==> config.mk <==
export PLATFORM = sky130hd
export DESIGN_NAME = sha1q_step_unit
export DESIGN_NICKNAME = d
export VERILOG_FILES = /design/src/rtl/sha1q_pkg.sv /design/src/rtl/sha1q_ctrl.sv /design/src/rtl/sha1q_datapath.sv /design/src/rtl/sha1q_step_unit.sv
export SDC_FILE = /design/constraint.sdc
export NUM_CORES = 2
export LEC_CHECK = 0
export BUFFER_PORTS_ARGS = -buffer_cell sky130_fd_sc_hd__buf_2
export CORE_UTILIZATION = 44
export DETAILED_ROUTE_END_ITERATION = 10
export PLACE_DENSITY = 0.61
export SYNTH_ARGS = -nofsm -noshare
export SYNTH_HDL_FRONTEND = slang
export SYNTH_SLANG_ARGS = --single-unit
==> constraint.sdc <==
create_clock -name clk -period 20.6 [get_ports clk]
set_input_delay 1.03 -clock clk [delete_from_list [all_inputs] [get_ports clk]]
set_output_delay 1.03 -clock clk [all_outputs]
set_load 0.005 [all_outputs]
==> src/rtl/sha1q_pkg.sv <==
package sha1q_pkg;
  localparam int WORD_W    = 32;
  localparam int NUM_WORDS = 4;
  localparam int STATE_W   = WORD_W * NUM_WORDS;
  localparam int GROUP_W   = 8;
  localparam int CODE_W    = 2;

  typedef logic [WORD_W-1:0] word_t;

  typedef enum logic [CODE_W-1:0] {
    GRP_CHOOSE = 2'd0,
    GRP_PAR_A  = 2'd1,
    GRP_MAJ    = 2'd2,
    GRP_PAR_B  = 2'd3
  } group_e;

  typedef struct packed {
    logic load;
    logic drain;
  } ctrl_strobes_t;

  function automatic word_t roundLogic(group_e g, word_t b, word_t c, word_t d);
    case (g)
      GRP_CHOOSE: roundLogic = (b & c) | (~b & d);
      GRP_MAJ:    roundLogic = (b & c) | (b & d) | (c & d);
      default:    roundLogic = b ^ c ^ d;
    endcase
  endfunction

  function automatic word_t roundConst(group_e g);
    case (g)
      GRP_CHOOSE: roundConst = 32'h5A827999;
      GRP_PAR_A:  roundConst = 32'h6ED9EBA1;
      GRP_MAJ:    roundConst = 32'h8F1BBCDC;
      default:    roundConst = 32'hCA62C1D6;
    endcase
  endfunction

  function automatic word_t rotl(word_t x, int unsigned n);
    rotl = (x << n) | (x >> (WORD_W - n));
  endfunction
endpackage

==> src/rtl/sha1q_ctrl.sv <==
module sha1q_ctrl
  import sha1q_pkg::*;
(
  input  logic          clk,
  input  logic          rst_n,
  input  logic          inValid,
  input  logic          outReady,
  output logic          inReady,
  output logic          outValid,
  output ctrl_strobes_t strobes
);
  logic validQ;

  always_comb begin
    inReady       = !validQ || outReady;
    strobes.load  = inValid && inReady;
    strobes.drain = validQ && outReady;
  end

  always_ff @(posedge clk) begin
    if (!rst_n)               validQ <= 1'b0;
    else if (strobes.load)    validQ <= 1'b1;
    else if (strobes.drain)   validQ <= 1'b0;
  end

  assign outValid = validQ;
endmodule

==> src/rtl/sha1q_datapath.sv <==
module sha1q_datapath
  import sha1q_pkg::*;
(
  input  logic               clk,
  input  ctrl_strobes_t      strobes,
  input  logic [STATE_W-1:0] inState,
  input  logic [STATE_W-1:0] inMsg,
  input  logic [GROUP_W-1:0] inGroup,
  output logic [STATE_W-1:0] outState
);
  group_e grp;
  word_t  kConst;
  word_t  aS [0:NUM_WORDS];
  word_t  bS [0:NUM_WORDS];
  word_t  cS [0:NUM_WORDS];
  word_t  dS [0:NUM_WORDS];
  word_t  eS [0:NUM_WORDS];
  logic [STATE_W-1:0] resultQ;

  assign grp    = group_e'(inGroup[CODE_W-1:0]);
  assign kConst = roundConst(grp);

  assign aS[0] = inState[STATE_W-1 -: WORD_W];
  assign bS[0] = inState[STATE_W-1-WORD_W -: WORD_W];
  assign cS[0] = inState[STATE_W-1-2*WORD_W -: WORD_W];
  assign dS[0] = inState[WORD_W-1:0];
  assign eS[0] = '0;

  for (genvar r = 0; r < NUM_WORDS; r++) begin : g_round
    word_t msgWord;
    word_t fVal;
    assign msgWord = inMsg[STATE_W-1-r*WORD_W -: WORD_W];
    assign fVal    = roundLogic(grp, bS[r], cS[r], dS[r]);
    assign aS[r+1] = fVal + rotl(aS[r], 5) + msgWord + eS[r] + kConst;
    assign bS[r+1] = aS[r];
    assign cS[r+1] = rotl(bS[r], 30);
    assign dS[r+1] = cS[r];
    assign eS[r+1] = dS[r];
  end

  always_ff @(posedge clk) begin
    if (strobes.load)
      resultQ <= {aS[NUM_WORDS], bS[NUM_WORDS], cS[NUM_WORDS], dS[NUM_WORDS]};
  end

  assign outState = resultQ;
endmodule

==> src/rtl/sha1q_step_unit.sv <==
module sha1q_step_unit
  import sha1q_pkg::*;
(
  input  logic               clk,
  input  logic               rst_n,
  input  logic               inValid,
  output logic               inReady,
  input  logic [STATE_W-1:0] inState,
  input  logic [STATE_W-1:0] inMsg,
  input  logic [GROUP_W-1:0] inGroup,
  output logic               outValid,
  input  logic               outReady,
  output logic [STATE_W-1:0] outState
);
  ctrl_strobes_t strobes;

  sha1q_ctrl ctrl_i (
    .clk      (clk),
    .rst_n    (rst_n),
    .inValid  (inValid),
    .outReady (outReady),
    .inReady  (inReady),
    .outValid (outValid),
    .strobes  (strobes)
  );

  sha1q_datapath dp_i (
    .clk      (clk),
    .strobes  (strobes),
    .inState  (inState),
    .inMsg    (inMsg),
    .inGroup  (inGroup),
    .outState (outState)
  );
endmodule

# Word-level counts from Yosys, hierarchy flattened
# Cells that the tools add are included.
[classes]
n_reduce_logical = 6
n_eq_ne = 2
n_bitwise = 48
n_mux = 7
n_addsub = 15
[ops]
columns = ["operator", "count"]
rows = [
  ["AND 32 bit", 16],
  ["adder 32 bit", 15],
  ["bitwise OR 32 bit", 12],
  ["case mux 32 bit (2 select lines)", 4],
  ["XOR 32 bit", 8],
  ["inverter 32 bit", 4],
  ["bitwise OR 32 x 30 -> 32 bit", 4],
  ["bitwise OR 32 x 5 -> 32 bit", 4],
  ["case mux 32 bit (3 select lines)", 1],
  ["equality test 2 x 1 -> 1 bit, second input constant", 1],
  ["equality test 2 bit, second input constant", 1],
  ["logical AND 1 bit", 2],
  ["zero test 2 bit", 1],
  ["two-way mux 1 bit", 2],
  ["nonzero test 2 bit", 1],
  ["zero test 1 bit", 1],
  ["logical OR 1 bit", 1],
]
[word_totals]
elab_cells = 80
reg_bits = 129

# Longest topological paths before layout
[depth]
depth_word = 22
mapped_depth = 69

# Cells and area by module
# From an unflattened synthesis, not the netlist that was laid out.
[unflattened]
cells_unflattened = 2520
area_unflattened_um2 = 24282.0
[modules_own_cells]
columns = ["mod", "cells_each", "n_inst", "area_per_inst_um2"]
rows = [
  ["sha1q_datapath", 2514, 1, 24217.0],
  ["sha1q_ctrl", 6, 1, 65.1],
]

# Worst setup path after synthesis
# No wires, ideal clock.
[synth_timing]
path_kind = "in2reg"
from = "input inGroup[0]"
to = "register dp_i.resultQ[127], in the netlist dp_i.outState[127] (data pin)"
t_arrival_ps = 16619
required_ps = 20332
cell_stages = 65
path_buffers = 4
path_slack_ps = 3713
setup_ps = 268
path_cell_list = "inv_1 ha_1 buf_2 inv_1 clkbuf_1 buf_1 o22ai_1 a21oi_1 fa_1 inv_1 fa_1 ha_1 inv_1 fa_1 and2b_1 o2111ai_2 a2111oi_4 or2_2 [29 not listed] a41oi_1 a21oi_1 xnor2_1 xnor2_1 fa_1 fa_1 fa_1 ha_1 o21a_1 o31a_1 o41a_1 a31o_2 o211ai_1 a21o_1 o21a_1 o211ai_1 a31oi_1 xnor3_1"
[synth_rtl]
columns = ["element", "line_no", "rtl"]
rows = [
  ["start: declaration", "sha1q_step_unit.sv:10", "input logic [GROUP_W-1:0] inGroup,"],
  ["end signal: assignment", "sha1q_datapath.sv:43", "resultQ <= {aS[NUM_WORDS], bS[NUM_WORDS], cS[NUM_WORDS], dS[NUM_WORDS]};"],
  ["end: declaration", "sha1q_datapath.sv:18", "logic [STATE_W-1:0] resultQ;"],
]

==> reports/metrics.csv <==
metric,value,unit
status,finished clean,
coreArea,0.05520,mm²
hold_buffers,0,
async_flop_share,0,%
die_y,238.5,µm
drv_cap,0,
max_freq,52.75,MHz
synth_top_area_share,35.71,%
synth_ff_type,edfxtp_1,
grt_pass1_vias,21460,
hold_path.class,reg -> reg,
wl_per_cell,23.93,µm
antenna_left,0,
gp_congestion,0.9422,
route.met2.wl,41030,µm
layout-drive-gt1-share,17.83,%
synth_fp_nets,3441,
crit_path_max_incr_delay,0.63,ns
initial_utilization,44.58,%
end_kind,register,
yosys.area.top_type,fa_1,
drtPass1Iterations,6,
post_cts_resized,0,
fillerInstances,5168,
crit_path_start,inGroup[0],
clock_sinks,129,
cts_tree,built,
final_nets,3882,
grtUsageTotal,32.64,%
tightest_slew,1.065,ns
synth_cell_types,83,
clockBufferDepth,2,
areaGrowthSynthToFinish,16.14,%
hpwl,76440,µm
cp_slowest_cell,a21oi_1,
worstPathArrival,19.19,ns
postSynthCellCount,2580,
root_buffer,clkbuf_16,
cp-start-kind,input pin,
setup_violations,0,
period_share,92.03,%
drv_slew,0,
htree_levels,4,
top_layer,met4,
pin_count,398,
synth.most_common_cell,inv_1,
tns,0,ns
fp.dieW,238.5,µm
hold_viol_final,0,
worst_slew_margin_rel,28.52,%
ys_seq_area_share,15.70,%
crit_path_frequent_cell,fa_1,
post_synth_instance_area,0.02461,mm²
antenna_found_initial,2,
grt_pass1_wl,134500,µm
synth_edf_count,128,
yosys_warnings,0,
drt-met1-wl,38650,µm
timing.final.crit_period,18.96,ns
viasPerCell,5.570,
drtIter0Drc,1843,
postCtsSetupBuffers,0,
clk_pin_slew,0.06,ns
crit_path_end,dp_i.outState[127],
reg2reg_from,ctrl_i.outValid,
crit_type,in -> reg,
synth_commonest_cells,"inv_1, fa_1, ha_1, o21ai_0, nand2_1",
ys_ff_latch,129,
required,20.83,ns
dr_total_vias,21080,
grt_max_degree,71,
r2r-end,dp_i.outState[36],
routed_wirelength,90560,µm
rsz0062_at_grt,false,
yosys-top-cells-area,"fa_1, edfxtp_1, inv_1, ha_1, xnor2_1",
remaining_drc_errors,0,
grt_overflow_total,0,
num_rows,86,
wl_met3,7132,µm
rrSetupSlack,18.21,ns
reg2reg_depth,3,
syn-mean-instance-area,9.539,µm²
clk_latency,0.50,ns
cts-buffers-inserted,17,
die_area,0.05688,mm²
skew,0.01561,ns
port_buffers,391,
critPathMaxFanout,36,
-- metal layers --
metal	vias up	global-route usage [%]
met1	10520	45.16
met2	1008	50.68
met4	0	13.48
met5	-	0
met3	171	5.716
li1	9382	-
-- sequential cells by signal (all words and copies together), names as in the netlist --
name / cells
ctrl_i.outValid: 1
dp_i.outState: 128
-- worst max-delay path: cells and delay by family --
kind            cells  cell delay, ns
xor+xnor            5            1.57
simple gates        6            1.36
buf+inv            11            2.40
compound gates     26            7.07
fa+ha+maj          14            5.70
-- stage by stage --
step	setup slack [ns]	hold WS (ns)	area (µm²)	instances	utilization, %
global route	1.012	0.5857	28580	3784	51.78
finish	1.643	0.5383	28580	3784	51.78
detailed placement	1.557	0.5422	27960	3750	50.65
floorplan	3.713	0.5366	24610	2580	-
global placement	1.719	0.5114	27960	3750	50.65
CTS	2.009	0.5568	28580	3782	51.77
-- cell type report --
class / instances / area, µm² / area share [%]
Multi-Input combinational cell: 1774 / 18230 / 63.76
Clock buffer: 18 / 429.2 / 1.501
Timing Repair Buffer: 473 / 2585 / 9.044
Tap cell: 748 / 935.9 / 3.274
Sequential cell: 129 / 3864 / 13.52
Antenna cell: 2 / 5.005 / 0.01751
Clock inverter: 14 / 188.9 / 0.6610
Inverter: 626 / 2350 / 8.221
-- how the worst min path moves through the flow --
stage                    startpoint         endpoint  slack (ns)  cells after the start
floorplan           ctrl_i.outValid  ctrl_i.outValid        0.54                      2
global placement    ctrl_i.outValid  ctrl_i.outValid        0.51                      2
detailed placement  ctrl_i.outValid  ctrl_i.outValid        0.54                      2
CTS                 ctrl_i.outValid  ctrl_i.outValid        0.56                      2
global route        ctrl_i.outValid  ctrl_i.outValid        0.59                      2
finish              ctrl_i.outValid  ctrl_i.outValid        0.54                      2
-- cell usage in the layout (no fill, tap or decap), types with 11 or more instances in the layout --
cell type	n
a211oi_1	18
o221ai_1	37
a22oi_1	35
nor3_1	23
buf_4	81
inv_1	622
o22ai_1	48
buf_2	391
mux2i_1	38
a221oi_1	11
o21a_1	18
o21bai_1	22
a21o_1	50
a21oi_1	148
o21ai_0	154
nand2_1	151
xor2_1	39
ha_1	151
and3_1	15
fa_1	439
edfxtp_1	128
clkbuf_16	17
nand2b_1	13
nand3_1	21
nor2_1	90
xnor2_1	93
a31oi_1	13
-- cells by family (layout without fill, tap and decap cells) --
| kind of cell | after synthesis | after routing | synth area share, % |
|---|---|---|---|
| compound gates | 625 | 625 | 16.59 |
| buf+inv | 677 | 1131 | 10.36 |
| flops | 129 | 129 | 15.70 |
| xor+xnor | 135 | 135 | 4.947 |
| fa+ha+maj | 593 | 593 | 43.54 |
| mux | 42 | 42 | 1.728 |
| other cells | 0 | 2 | 0 |
| simple gates | 379 | 379 | 7.133 |
Power is left out: the tool's default activity adds up to more than one toggle a clock period on the data nets, which glitch-free logic cannot reach.
